$ cat config.mk
export PLATFORM = sky130hd
export DESIGN_NAME = dropout_limit_ctrl
export DESIGN_NICKNAME = d
export VERILOG_FILES = /design/src/rtl/dlc_pkg.sv /design/src/rtl/dlc_clear_decode.sv /design/src/rtl/dlc_step_timer.sv /design/src/rtl/dlc_ceiling.sv /design/src/rtl/dropout_limit_ctrl.sv
export SDC_FILE = /design/constraint.sdc
export NUM_CORES = 1
export LEC_CHECK = 0
export BUFFER_PORTS_ARGS = -buffer_cell sky130_fd_sc_hd__buf_2
export CORE_AREA = 2 2 63 65
export DETAILED_ROUTE_END_ITERATION = 8
export DIE_AREA = 0 0 65 67
export PLACE_DENSITY_LB_ADDON = 0.25
export SLEW_MARGIN = 20
export SYNTH_ARGS = -nofsm -noshare
export SYNTH_HDL_FRONTEND = slang
export SYNTH_SLANG_ARGS = --single-unit
$ cat constraint.sdc
create_clock -name clk -period 5.5 [get_ports clk]
set_input_delay 1.1 -clock clk [delete_from_list [all_inputs] [get_ports clk]]
set_output_delay 1.1 -clock clk [all_outputs]
set_load 0.03 [all_outputs]
$ cat src/rtl/dlc_pkg.sv
package dlc_pkg;
  // True when a control write asks the primary bank to resume its setting.
  function automatic logic ctrl_restores(input logic bank, input logic dis, input logic en);
    return bank & (dis | en);
  endfunction
endpackage

$ cat src/rtl/dlc_clear_decode.sv
module dlc_clear_decode
  import dlc_pkg::*;
(
  input  logic prot_en_q,
  input  logic en_wr,
  input  logic en_wdata,
  input  logic sink_float,
  input  logic ctrl_wr,
  input  logic ctrl_dis,
  input  logic ctrl_en,
  input  logic ctrl_bank,
  output logic clr
);
  logic en_zero_wr;
  logic ctrl_hit;

  always_comb begin
    en_zero_wr = en_wr & ~en_wdata;
    ctrl_hit   = ctrl_wr & ctrl_restores(ctrl_bank, ctrl_dis, ctrl_en);
    clr        = sink_float | en_zero_wr | ctrl_hit | ~prot_en_q;
  end
endmodule

$ cat src/rtl/dlc_step_timer.sv
module dlc_step_timer #(
  parameter int STEP_W = 6
) (
  input  logic              clk,
  input  logic              rst_n,
  input  logic              low_batt,
  input  logic              clr,
  input  logic [STEP_W-1:0] interval,
  output logic              step
);
  logic [STEP_W-1:0] cnt_q, cnt_d;
  logic              run;

  always_comb begin
    run  = low_batt & ~clr;
    step = run & (cnt_q == interval);
    if (!run || step) cnt_d = '0;
    else              cnt_d = cnt_q + 1'b1;
  end

  always_ff @(posedge clk or negedge rst_n) begin
    if (!rst_n) cnt_q <= '0;
    else        cnt_q <= cnt_d;
  end


  run_restart_chk: assert property (@(posedge clk) disable iff (!rst_n)
    (!low_batt) |=> (cnt_q == '0));
endmodule

$ cat src/rtl/dlc_ceiling.sv
module dlc_ceiling #(
  parameter int LVL_W = 8
) (
  input  logic             clk,
  input  logic             rst_n,
  input  logic             step,
  input  logic             clr,
  output logic             active,
  output logic [LVL_W-1:0] ceiling
);
  localparam logic [LVL_W-1:0] FULL = '1;

  logic [LVL_W-1:0] ceil_d;
  logic             act_d;

  always_comb begin
    ceil_d = ceiling;
    act_d  = active;
    if (clr) begin
      ceil_d = FULL;
      act_d  = 1'b0;
    end else if (step) begin
      act_d = 1'b1;
      if (ceiling != '0) ceil_d = ceiling - 1'b1;
    end
  end

  always_ff @(posedge clk or negedge rst_n) begin
    if (!rst_n) begin
      ceiling <= FULL;
      active  <= 1'b0;
    end else begin
      ceiling <= ceil_d;
      active  <= act_d;
    end
  end


  restore_chk: assert property (@(posedge clk) disable iff (!rst_n)
    clr |=> (ceiling == FULL && !active));

  no_rise_chk: assert property (@(posedge clk) disable iff (!rst_n)
    (!clr) |=> (ceiling <= $past(ceiling)));

  step_dec_chk: assert property (@(posedge clk) disable iff (!rst_n)
    (step && !clr && ceiling != '0) |=> (ceiling == $past(ceiling) - 1'b1));

  floor_chk: assert property (@(posedge clk) disable iff (!rst_n)
    (step && !clr && ceiling == '0) |=> (ceiling == '0 && active));
endmodule

$ cat src/rtl/dropout_limit_ctrl.sv
module dropout_limit_ctrl #(
  parameter int LVL_W  = 8,
  parameter int STEP_W = 6
) (
  input  logic              clk,
  input  logic              rst_n,
  input  logic              en_wr,
  input  logic              en_wdata,
  input  logic              low_batt,
  input  logic              sink_float,
  input  logic              ctrl_wr,
  input  logic              ctrl_dis,
  input  logic              ctrl_en,
  input  logic              ctrl_bank,
  input  logic [STEP_W-1:0] step_interval,
  input  logic [LVL_W-1:0]  prog_level,
  output logic              prot_en,
  output logic              active,
  output logic [LVL_W-1:0]  ceiling,
  output logic [LVL_W-1:0]  level_out
);
  logic rst_meta_q, rst_sync_n;
  logic prot_en_d;
  logic clr, step;

  always_ff @(posedge clk or negedge rst_n) begin
    if (!rst_n) begin
      rst_meta_q <= 1'b0;
      rst_sync_n <= 1'b0;
    end else begin
      rst_meta_q <= 1'b1;
      rst_sync_n <= rst_meta_q;
    end
  end

  always_comb begin
    prot_en_d = prot_en;
    if (sink_float) prot_en_d = 1'b0;
    else if (en_wr) prot_en_d = en_wdata;
  end

  always_ff @(posedge clk or negedge rst_sync_n) begin
    if (!rst_sync_n) prot_en <= 1'b0;
    else             prot_en <= prot_en_d;
  end

  dlc_clear_decode u_clr (
    .prot_en_q (prot_en),
    .en_wr     (en_wr),
    .en_wdata  (en_wdata),
    .sink_float(sink_float),
    .ctrl_wr   (ctrl_wr),
    .ctrl_dis  (ctrl_dis),
    .ctrl_en   (ctrl_en),
    .ctrl_bank (ctrl_bank),
    .clr       (clr)
  );

  dlc_step_timer #(.STEP_W(STEP_W)) u_timer (
    .clk     (clk),
    .rst_n   (rst_sync_n),
    .low_batt(low_batt),
    .clr     (clr),
    .interval(step_interval),
    .step    (step)
  );

  dlc_ceiling #(.LVL_W(LVL_W)) u_ceil (
    .clk    (clk),
    .rst_n  (rst_sync_n),
    .step   (step),
    .clr    (clr),
    .active (active),
    .ceiling(ceiling)
  );

  always_comb level_out = (prog_level < ceiling) ? prog_level : ceiling;


  float_disarm_chk: assert property (@(posedge clk) disable iff (!rst_sync_n)
    sink_float |=> (!prot_en && !active));

  en_write_chk: assert property (@(posedge clk) disable iff (!rst_sync_n)
    (en_wr && !sink_float) |=> (prot_en == $past(en_wdata)));

  idle_hold_chk: assert property (@(posedge clk) disable iff (!rst_sync_n)
    (!prot_en && !en_wr) |=> (!active && ceiling == '1));
endmodule

# Yosys cells after proc, flatten, opt, wreduce, memory -nomap -nowiden
# Index checks and enable logic that the tools add are counted.
# op_classes
addsub	2
mul	0
div_mod_pow	0
order_cmp	1
eq_ne	1
shifts	0
mux	9
bitwise_logic	12
reduce_logical	7
# op_table
operator	n
$mux W8	4
$lt A8 B8 Y1	1
$reduce_bool A8 Y1	1
$sub A8 B1 Y8 const B	1
$add A6 B1 Y6 const B	1
$eq A6 B6 Y1	1
$mux W6	1
$reduce_bool A2 Y1	3
$and A1 B1 Y1	5
$mux W1	4
$or A1 B1 Y1	4
$not A1 Y1	3
$reduce_and A2 Y1	1
$logic_not A1 Y1	1
$logic_or A1 B1 Y1	1
# word_totals
regBits	18
latch_bits	0
ram_bits	0
rom_bits	0
inputBits	24
output_inout_bits	18
word_cells	38
mem_count	0

# Depth between registers and ports, before layout
# Gate-level depths: netlist of run 1.
# logic_depth
depth_word	10
ltp_mapped	7

# Modules after synthesis
# A second synthesis of run 1 with hierarchy kept.
# unflattened
hier_cells	125
hier_area_um2	1323.8
# by_module_without_submodules
mod	instances	cells_per_inst	area_each_um2
dlc_ceiling	1	51	541.8
dlc_step_timer	1	33	384.1
dropout_limit_ctrl	1	38	370.4
dlc_clear_decode	1	3	27.5

# Least setup slack after synthesis of run 1
# No wires, ideal clock.
# synth_timing
kind	input -> output
startpoint	input prog_level[3]
endpoint	output level_out[0]
t_arrival_ns	2.395
required_time_ns	4.400
setup_slack_ns	2.005
stages	5
path_buffers	0
path_cell_list	ha_1 > a21oi_1 > o21ai_0 > a21oi_2 > mux2_2
# synth_via
elab_chain_cells	2
# synth_lines
item	line	rtl
start: declaration	dropout_limit_ctrl.sv:16	input logic [LVL_W-1:0] prog_level,
$lt A8 B8 Y1	dropout_limit_ctrl.sv:77	always_comb level_out = (prog_level < ceiling) ? prog_level : ceiling;
$mux W8	dropout_limit_ctrl.sv:77	
end: declaration	dropout_limit_ctrl.sv:20	output logic [LVL_W-1:0] level_out
# Every way passes these cells.

# Worst setup path after layout of run 1
# layout_timing
startpoint	input prog_level[3]
endpoint	output level_out[5]
# Same word-level chain as after synthesis.

==> results of run 1 <==
## final cells by class
class | instances | area share (%)
clock buffer | 4 | 3.63
inverter | 9 | 2.23
multi-input combinational | 93 | 46.2
sequential | 18 | 30.4
tap | 48 | 3.96
timing repair buffer | 41 | 13.5
## through the flow
| stage | hold WS, ns | cells | util [%] | worst slack, ns |
|---|---|---|---|---|
| 2_1_floorplan | 0.194 | 121 | - | 2.01 |
| 3_3_place_gp | 0.286 | 209 | 40.5 | 1.71 |
| 3_5_place_dp | 0.291 | 209 | 40.5 | 1.65 |
| 4_1_cts | 0.294 | 213 | 42.0 | 1.66 |
| 5_1_grt | 0.329 | 213 | 42.0 | 1.53 |
| 6_report | 0.271 | 213 | 42.0 | 1.67 |
## logic make-up (layout without fill, tap and decap cells)
kind of cell | count (synthesis) | in the layout | synth area share, %
xor+xnor | 13 | 13 | 9.50
fa+ha+maj | 10 | 10 | 10.4
compound gates | 14 | 14 | 6.58
simple gates | 46 | 46 | 23.3
mux | 9 | 9 | 8.35
flops | 18 | 18 | 38.4
other cells | 1 | 1 | 0.313
buf+inv | 10 | 54 | 3.13
## cell usage after synthesis (2+ instances only)
cell	count	area (um^2)
sky130_fd_sc_hd__nand2b_1	3	18.8
sky130_fd_sc_hd__dfrtp_1	10	250
sky130_fd_sc_hd__ha_1	10	125
sky130_fd_sc_hd__o21ai_0	6	30.0
sky130_fd_sc_hd__xor2_1	8	70.1
sky130_fd_sc_hd__nand4_1	2	12.5
sky130_fd_sc_hd__o211ai_1	2	15.0
sky130_fd_sc_hd__mux2_2	8	90.1
sky130_fd_sc_hd__nor2_1	10	37.5
sky130_fd_sc_hd__inv_1	9	33.8
sky130_fd_sc_hd__xnor2_1	5	43.8
sky130_fd_sc_hd__a21oi_1	5	25.0
sky130_fd_sc_hd__or3_1	4	25.0
sky130_fd_sc_hd__nand3_1	7	35.0
sky130_fd_sc_hd__nand2_1	8	30.0
sky130_fd_sc_hd__dfstp_2	8	210
## per-layer routing
layer	GRT usage, %	wire length [um]	vias up
li1	-	-	507
met1	14.3	1130	450
met4	3.19	6	0
met5	0	0	-
met2	21.5	1180	30
met3	1.69	163	2
## flip-flops by register name, summed over array words and instances (netlist names)
register        cells
u_ceil.ceiling      8
u_timer.cnt_q       6
prot_en             1
rst_meta_q          1
rst_sync_n          1
u_ceil.active       1
## path summary, 6_finish.rpt
kind | startpoint | to | slack [ns] | depth (start not counted)
worst max-delay path | prog_level[3] | level_out[5] | 1.67 | 7
worst min-delay path | rst_sync_n$_DFF_PN0_ | prot_en$_DFFE_PN0P_ | 0.27 | 0
worst max register to register | u_timer.cnt_q[2]$_DFF_PN0_ | u_ceil.ceiling[6]$_DFFE_PN1P_ | 3.63 | 5
worst min register to register | rst_sync_n$_DFF_PN0_ | prot_en$_DFFE_PN0P_ | 0.27 | 0
max in group asynchronous | rst_n | rst_sync_n$_DFF_PN0_ | 4.79 | 1
min in group clk | rst_meta_q$_DFF_PN0_ | rst_sync_n$_DFF_PN0_ | 0.35 | 0
## power breakdown
group | internal (mW) | switching (mW)
sequential | 0.134 | 0.00275
combinational | 0.0148 | 0.0191
clock | 0.0635 | 0.0424
==> results.md, run 1 <==
* Run status: complete, no violations
* Dominant delay contributor by cell family on the critical path: compound AO/OA/AOI/OAI gates
* Peak supply drop at 0.118 mV
* Via count of the first global-routing pass at 968
* Arrival time at the worst endpoint at 2.73 ns
* Placed instance area at 1460 um^2
* Fin crit period at 3.83 ns
* Detail Placement HPWL at 2.03 mm
* N_diodes at 0
* Final wirelength at 2.48 mm
* Primary FF master, synth: sky130_fd_sc_hd__dfrtp_1
* Max-slew violation total from the final report at 0
* Worst-case clock buffer depth at 2
* Syn avg cell area at 9.91 um^2
* First-pass GRT wire length at 4.08 mm
* Headroom to the max-slew limit at 56.5%
* Required arrival time at the worst endpoint at 4.40 ns
* Crit share post-route at 69.6%
* Power per unit of standard cell area at 182 nW/um^2
* Number of buffers added to fix hold violations after cts at 0
* Buffers plus inverters on the worst setup path at 2
* Initial cell density of the core at 33.2%
* Achievable clock frequency at 0.261 GHz
* Finished layout cell area at 1520 um^2
* Number of failing setup endpoints in the final timing report at 0
* Layout cells sized above 1 at 40.6%
* Reg area at 460 um^2
* Instance count of the mapped netlist at 121
* Element type at the critical path end: output pin
* Number of maximum-capacitance constraint violations at 0
* Master of the slowest instance on the critical path: sky130_fd_sc_hd__mux2_2
* Clock Latency Late Sink at 0.25 ns
* Netlist cell types at 32
* Most frequent cells in the layout: sky130_fd_sc_hd__buf_2 (41), sky130_fd_sc_hd__nor2_1 (10), sky130_fd_sc_hd__ha_1 (10), sky130_fd_sc_hd__dfrtp_1 (10), sky130_fd_sc_hd__inv_1 (9)
* H-tree levels at 1
* Pre-antenna DRT Iters at 4
* Pin count of the biggest net entering global routing at 17
* Sequential element share of the synthesized area at 38.4%
* Crit-path max FO at 8
* Die height at 67 um
* Antenna violations before repair at 0
* Row Count at 22
* Total number of vias at 989
* Layout Area Growth over Synthesis at 26.4%
* Top Ports at 42
* Total routing resource utilization after global routing at 11.8%
* Core Area at 3610 um^2
* Leakage dissipation at 0.750 nW
* Setup Skew at 0.00169 ns
* Worst stage delay on the critical path at 0.40 ns
* Classification of the worst-slack hold path: reg2async
* Post-cts sizing count at 0
* Total CTS buffers at 3
* Number of nets in the final layout at 200
* Synthesized cell area at 1200 um^2
* Fillers at 353
* Post-CTS Setup Inserts at 0
* Cell Chain, Critical Path: buf_2 -> ha_1 -> a21oi_1 -> o21ai_0 -> a21oi_2 -> mux2_2 -> buf_2
* Overall power of the completed layout at 0.276 mW
* Clock tree sinks at 18
* CTS tree: yes
* Routability-driven placement congestion ratio at 0.756
* Fraction of synthesis flops using an asynchronous set or reset pin at 100%
* Post-Syn Nets at 155
* Number of enable-type register cells in the synthesized netlist at 0
* Number of flip-flops and latches in the synthesized netlist at 18
* Routed length per placed instance at 11.6 um
* Worst Max-Slew Pin Slew at 0.652 ns
* Die width at 65 um
* Total congestion overflow at 0
* First DRT Iteration DRCs at 17
* Setup repair after global routing missed its margin: false
* CP Class: in2out
* DR DRC count at 0
* Total Negative Setup Slacks at 0 ns
* I/O Buffers at 41
* Root buffer cell: sky130_fd_sc_hd__clkbuf_8
* Clock transition time at the flip-flop clock pins of the worst setup and hold paths at 0.07 ns
* Final hold viol count at 0
* Startpoint kind of the worst setup timing path: input pin
* DR vias/cell at 4.64
* Most common cell on crit path: sky130_fd_sc_hd__buf_2
* Die outline area at 4360 um^2
* ANT nets after route at 0
* Most common library cell in the layout ignoring fill and taps: sky130_fd_sc_hd__buf_2
* Area used by multi-input combinational logic at 701 um^2
* Synthesis warning total at 0
Power figures use the tool's default switching activity.
==> run 2, diff against run 1 <==
- clock period: 5.5 -> 3.3 ns (I/O delays scaled with it)
==> run 2 against run 1 <==
  * Total power increased by 67%
  * Sequential power is 66% higher
  * First-iteration DRC count down 29%
  * Register-to-register slack got worse by 2.2 ns
  * Sequential share of layout area unchanged
  * Design area did not move
  * Clock power increased by 66%
  * Worst hold slack lost 0.090 ns
  * Highest routed layer unchanged
  * Largest cell class unchanged
  * Setup slack got worse by 1.4 ns
  * Utilization unchanged
  * Critical endpoint unchanged
  * Clock skew shrank 0.00067 ns
==> results.md, run 2 (same netlist as run 1, synthesis figures left out) <==
* Number of failing setup endpoints in the final timing report at 0
* Fillers at 360
* Number of buffers added to fix hold violations after cts at 0
* Worst-case clock buffer depth at 2
* Pre-antenna DRT Iters at 4
* Clock transition time at the flip-flop clock pins of the worst setup and hold paths at 0.07 ns
* N_diodes at 0
* H-tree levels at 1
* Fraction of power consumed by sequential logic at 49.4%
* Finished layout cell area at 1520 um^2
* First DRT Iteration DRCs at 12
* Layout cells sized above 1 at 40.6%
* Cell Chain, Critical Path: inv_1 -> ha_1 -> a21oi_1 -> o21ai_0 -> a21oi_2 -> mux2_2 -> buf_2
* Headroom to the max-slew limit at 57.2%
* Element type at the critical path end: output pin
* Total routing resource utilization after global routing at 12.4%
* Core Area at 3610 um^2
* Total congestion overflow at 0
* Setup repair after global routing missed its margin: false
* Antenna violations before repair at 0
* Power per unit of standard cell area at 304 nW/um^2
* Clock Latency Late Sink at 0.25 ns
* Run status: complete, no violations
* Worst Max-Slew Pin Slew at 0.642 ns
* Routability-driven placement congestion ratio at 0.756
* Buffers plus inverters on the worst setup path at 2
* Total CTS buffers at 3
* Final wirelength at 2.54 mm
* I/O Buffers at 41
* Fin crit period at 3.05 ns
* Non-Filler Instances at 213
* Total Negative Setup Slacks at 0 ns
* DR DRC count at 0
* Post-CTS Setup Inserts at 0
* Most frequent cells in the layout: sky130_fd_sc_hd__buf_2 (41), sky130_fd_sc_hd__nor2_1 (10), sky130_fd_sc_hd__ha_1 (10), sky130_fd_sc_hd__dfrtp_1 (10), sky130_fd_sc_hd__inv_1 (9)
* DR vias/cell at 4.70
* Post-cts sizing count at 0
* Master of the slowest instance on the critical path: sky130_fd_sc_hd__dfstp_2
* Startpoint kind of the worst setup timing path: register
* Number of maximum-capacitance constraint violations at 0
* Max-slew violation total from the final report at 0
* Leakage dissipation at 0.750 nW
* Switch share at 23.3%
* Overall power of the completed layout at 0.461 mW
* Worst setup timing slack at the placement stage at 0.364 ns
* GR Layer Usage met1 at 15.6%
* Die outline area at 4360 um^2
* Achievable clock frequency at 0.328 GHz
* Setup Skew at 0.00102 ns
* Fin worst setup slack at 0.247 ns
* Met3 Resource Use GR at 2.20%
* Initial cell density of the core at 33.2%
* Root buffer cell: sky130_fd_sc_hd__clkbuf_8
* Logic pwr share at 12.3%
* Via count of the first global-routing pass at 991
* Arrival time at the worst endpoint at 2.39 ns
* CP Class: reg2out
* Worst slack on hold paths at 0.180 ns
* Pin count of the biggest net entering global routing at 17
* Row Count at 22
* CTS tree: yes
* Internal power summed over all cells at 0.354 mW
* Regs by FF count: u_ceil.ceiling x8, u_timer.cnt_q x6
* Routed length per placed instance at 11.9 um
* ANT nets after route at 0
* Die height at 67 um
* Dominant delay contributor by cell family on the critical path: compound AO/OA/AOI/OAI gates
* Largest register by flop count: u_ceil.ceiling
* Flip-flop count of the largest register, all copies and words added at 8
* Most common library cell in the layout ignoring fill and taps: sky130_fd_sc_hd__buf_2
* First-pass GRT wire length at 4.25 mm
* Peak supply drop at 0.157 mV
* Worst stage delay on the critical path at 0.58 ns
* Number of placed cells counting well taps at 209
* Layout Area Growth over Synthesis at 26.4%
* Crit share post-route at 92.5%
* Core occupancy in the finished layout at 42.0%
* Top Ports at 42
* Final hold viol count at 0
* Met2 track utilization from global routing at 21.5%
* Flop2flop setup slack at 1.43 ns
* Switching power at 0.107 mW
* Die width at 65 um
* Number of nets in the final layout at 200
* Clock tree sinks at 18
* Total number of vias at 1002
* Classification of the worst-slack hold path: in2async
* Placed instance area at 1460 um^2
* Detail Placement HPWL at 2.09 mm
* Most utilized layer in the global route result: met2
* Required arrival time at the worst endpoint at 2.64 ns
* Crit-path max FO at 8
* Clk pwr share at 38.2%
run 2: layout make-up:
type | count | area, um^2 | area share, %
Clock buffer | 4 | 55.1 | 3.63
Inverter | 9 | 33.8 | 2.23
Multi-Input combinational cell | 93 | 701 | 46.2
Sequential cell | 18 | 460 | 30.4
Tap cell | 48 | 60.1 | 3.96
Timing Repair Buffer | 41 | 205 | 13.5
run 2: worst paths after layout:
check / cells past startpoint / end / start
min reg2reg: 0 / prot_en$_DFFE_PN0P_ / rst_sync_n$_DFF_PN0_
min: 1 / rst_meta_q$_DFF_PN0_ / rst_n
min in group clk: 0 / rst_sync_n$_DFF_PN0_ / rst_meta_q$_DFF_PN0_
max: 7 / level_out[5] / u_ceil.ceiling[3]$_DFFE_PN1P_
max in group asynchronous: 0 / u_timer.cnt_q[4]$_DFF_PN0_ / rst_sync_n$_DFF_PN0_
max reg2reg: 5 / u_ceil.ceiling[6]$_DFFE_PN1P_ / u_timer.cnt_q[2]$_DFF_PN0_
run 2: metal layers:
layer  wire, um  up-vias
met5          0        -
met4         14        0
met3        166        2
met2       1200       30
met1       1160      464
li1           -      506
run 2: power groups by stage:
stage,sequential [mW],combinational (mW),clock [mW]
detailed placement,0.232,0.0572,0
finish,0.228,0.0569,0.176
CTS,0.228,0.0575,0.184
global placement,0.232,0.0552,0
global route,0.229,0.0623,0.193
floorplan,0.232,0.0313,0
==> run 3, diff against run 2 <==
- CELL_PAD_IN_SITES_DETAIL_PLACEMENT: unset -> 1
- CELL_PAD_IN_SITES_GLOBAL_PLACEMENT: unset -> 2
- CORE_AREA: 2 2 63 65 -> 2 2 71 73
- DIE_AREA: 0 0 65 67 -> 0 0 73 75
==> run 3 against run 2 <==
  * Register-to-register slack got worse by 0.06 ns
  * Maximum frequency decreased by 1.7%
  * Sequential power about the same
  * Clock power increased by 3%
  * Non-clock buffer count unchanged
  * Critical path depth unchanged
  * Critical endpoint is now level_out[2]
  * Largest cell class unchanged
==> results.md, run 3 (same netlist as run 1, synthesis figures left out) <==
* Run status: complete, no violations
* Routability-driven placement congestion ratio at 0.775
* Final wirelength at 2.97 mm
* Row Count at 25
* Number of nets in the final layout at 200
* Die width at 73 um
* Regs by FF count: u_ceil.ceiling x8, u_timer.cnt_q x6
* Fin worst setup slack at 0.193 ns
* Most common library cell in the layout ignoring fill and taps: sky130_fd_sc_hd__buf_2
* Number of buffers added to fix hold violations after cts at 0
* Root buffer cell: sky130_fd_sc_hd__clkbuf_8
* Element type at the critical path end: output pin
* Total congestion overflow at 0
* DR DRC count at 0
* ANT nets after route at 0
* Arrival time at the worst endpoint at 2.45 ns
* Top Ports at 42
* Total routing resource utilization after global routing at 12.0%
* Fillers at 565
* Post-CTS Setup Inserts at 0
* Leakage dissipation at 0.750 nW
* CTS tree: yes
* Routed wire length on met3 at 140 um
* Worst-case clock buffer depth at 2
* Via count of the first global-routing pass at 1102
* Layout Area Growth over Synthesis at 27.0%
* Clock tree sinks at 18
* H-tree levels at 1
* Achievable clock frequency at 0.322 GHz
* First DRT Iteration DRCs at 13
* Final hold viol count at 0
* Number of failing setup endpoints in the final timing report at 0
* Pre-antenna DRT Iters at 4
* N_diodes at 0
* Number of maximum-capacitance constraint violations at 0
* Startpoint kind of the worst setup timing path: register
* Antenna violations before repair at 0
* Most frequent cells in the layout: sky130_fd_sc_hd__buf_2 (41), sky130_fd_sc_hd__nor2_1 (10), sky130_fd_sc_hd__ha_1 (10), sky130_fd_sc_hd__dfrtp_1 (10), sky130_fd_sc_hd__inv_1 (9)
* Initial cell density of the core at 25.7%
* Core occupancy in the finished layout at 32.7%
* Power per unit of standard cell area at 307 nW/um^2
* I/O Buffers at 41
* Peak supply drop at 0.140 mV
* Flip-flop count of the largest register, all copies and words added at 8
* Top metal layer carrying routed signals: met4
* Headroom to the max-slew limit at 55.0%
* Total CTS buffers at 3
* Setup repair after global routing missed its margin: false
* Clock Latency Late Sink at 0.25 ns
* Routed met1 length at 1.38 mm
* Fin crit period at 3.11 ns
* Met2 Routed Length at 1.39 mm
* Pin count of the biggest net entering global routing at 17
* Largest register by flop count: u_ceil.ceiling
* Layout cells sized above 1 at 40.6%
* Non-Filler Instances at 219
* Worst Max-Slew Pin Slew at 0.676 ns
* Crit-path max FO at 8
* Worst setup timing slack at the placement stage at 0.299 ns
* Total Negative Setup Slacks at 0 ns
* Die outline area at 5480 um^2
* Crit share post-route at 94.2%
* Core Area at 4660 um^2
* CP Class: reg2out
* Number of placed cells counting well taps at 215
* Post-cts sizing count at 0
* Total number of vias at 1039
* Die height at 75 um
* Classification of the worst-slack hold path: in2async
* Clock transition time at the flip-flop clock pins of the worst setup and hold paths at 0.07 ns
* Detail Placement HPWL at 2.42 mm
* Max-slew violation total from the final report at 0
* Setup Skew at 0.00248 ns
* First-pass GRT wire length at 5.04 mm
* DR vias/cell at 4.74
* Required arrival time at the worst endpoint at 2.64 ns
* Routed length per placed instance at 13.6 um
-- run 3: cell counts in the layout (fill, tap and decap cells not counted) --
No cell type changed its count.
-- run 3: metal layers --
layer	global-route usage, %	vias to the layer above
met5	0	-
met4	5.97	0
met3	2.01	5
met2	20.4	30
met1	14.8	496
li1	-	508
-- run 3: report_power, final --
part / internal (mW) / leakage [nW] / total, mW / switching (mW)
combinational: 0.0248 / 0.503 / 0.0571 / 0.0323
sequential: 0.223 / 0.218 / 0.228 / 0.00476
clock: 0.106 / 0.0288 / 0.182 / 0.0760
total: 0.354 / 0.750 / 0.467 / 0.113
-- run 3: stage by stage --
step	hold WS (ns)	cell area, um^2	total power, mW
3_3_place_gp	0.305	1470	0.288
2_1_floorplan	0.194	1200	0.263
6_report	0.176	1520	0.467
3_5_place_dp	0.315	1470	0.290
5_1_grt	0.164	1520	0.493
4_1_cts	0.169	1520	0.476
-- run 3: cell type report --
type / instances / area, um^2 / share of cell area (%)
Tap cell: 54 / 67.6 / 4.44
Sequential cell: 18 / 460 / 30.2
Inverter: 9 / 33.8 / 2.22
Multi-Input combinational cell: 93 / 701 / 46.0
Timing Repair Buffer: 41 / 205 / 13.5
Clock buffer: 4 / 55.1 / 3.62
-- run 3: worst max-delay path, stage by stage, from the launching register on --
cell and delay [ns]:
sky130_fd_sc_hd__dfstp_2 0.59, sky130_fd_sc_hd__inv_1 0.07, sky130_fd_sc_hd__ha_1 0.29, sky130_fd_sc_hd__a21oi_1 0.15, sky130_fd_sc_hd__o21ai_0 0.12, sky130_fd_sc_hd__a21oi_2 0.41
sky130_fd_sc_hd__mux2_2 0.39, sky130_fd_sc_hd__buf_2 0.18
-- run 3: path summary, 6_finish.rpt --
kind / start / cells past startpoint / endpoint / slack [ns]
min: rst_n / 1 / rst_meta_q$_DFF_PN0_ / 0.18
max in group asynchronous: rst_sync_n$_DFF_PN0_ / 0 / u_timer.cnt_q[4]$_DFF_PN0_ / 2.59
max: u_ceil.ceiling[3]$_DFFE_PN1P_ / 7 / level_out[2] / 0.19
min in group clk: rst_meta_q$_DFF_PN0_ / 0 / rst_sync_n$_DFF_PN0_ / 0.36
max reg2reg: u_timer.cnt_q[2]$_DFF_PN0_ / 5 / u_ceil.ceiling[6]$_DFFE_PN1P_ / 1.37
min reg2reg: rst_sync_n$_DFF_PN0_ / 0 / prot_en$_DFFE_PN0P_ / 0.28
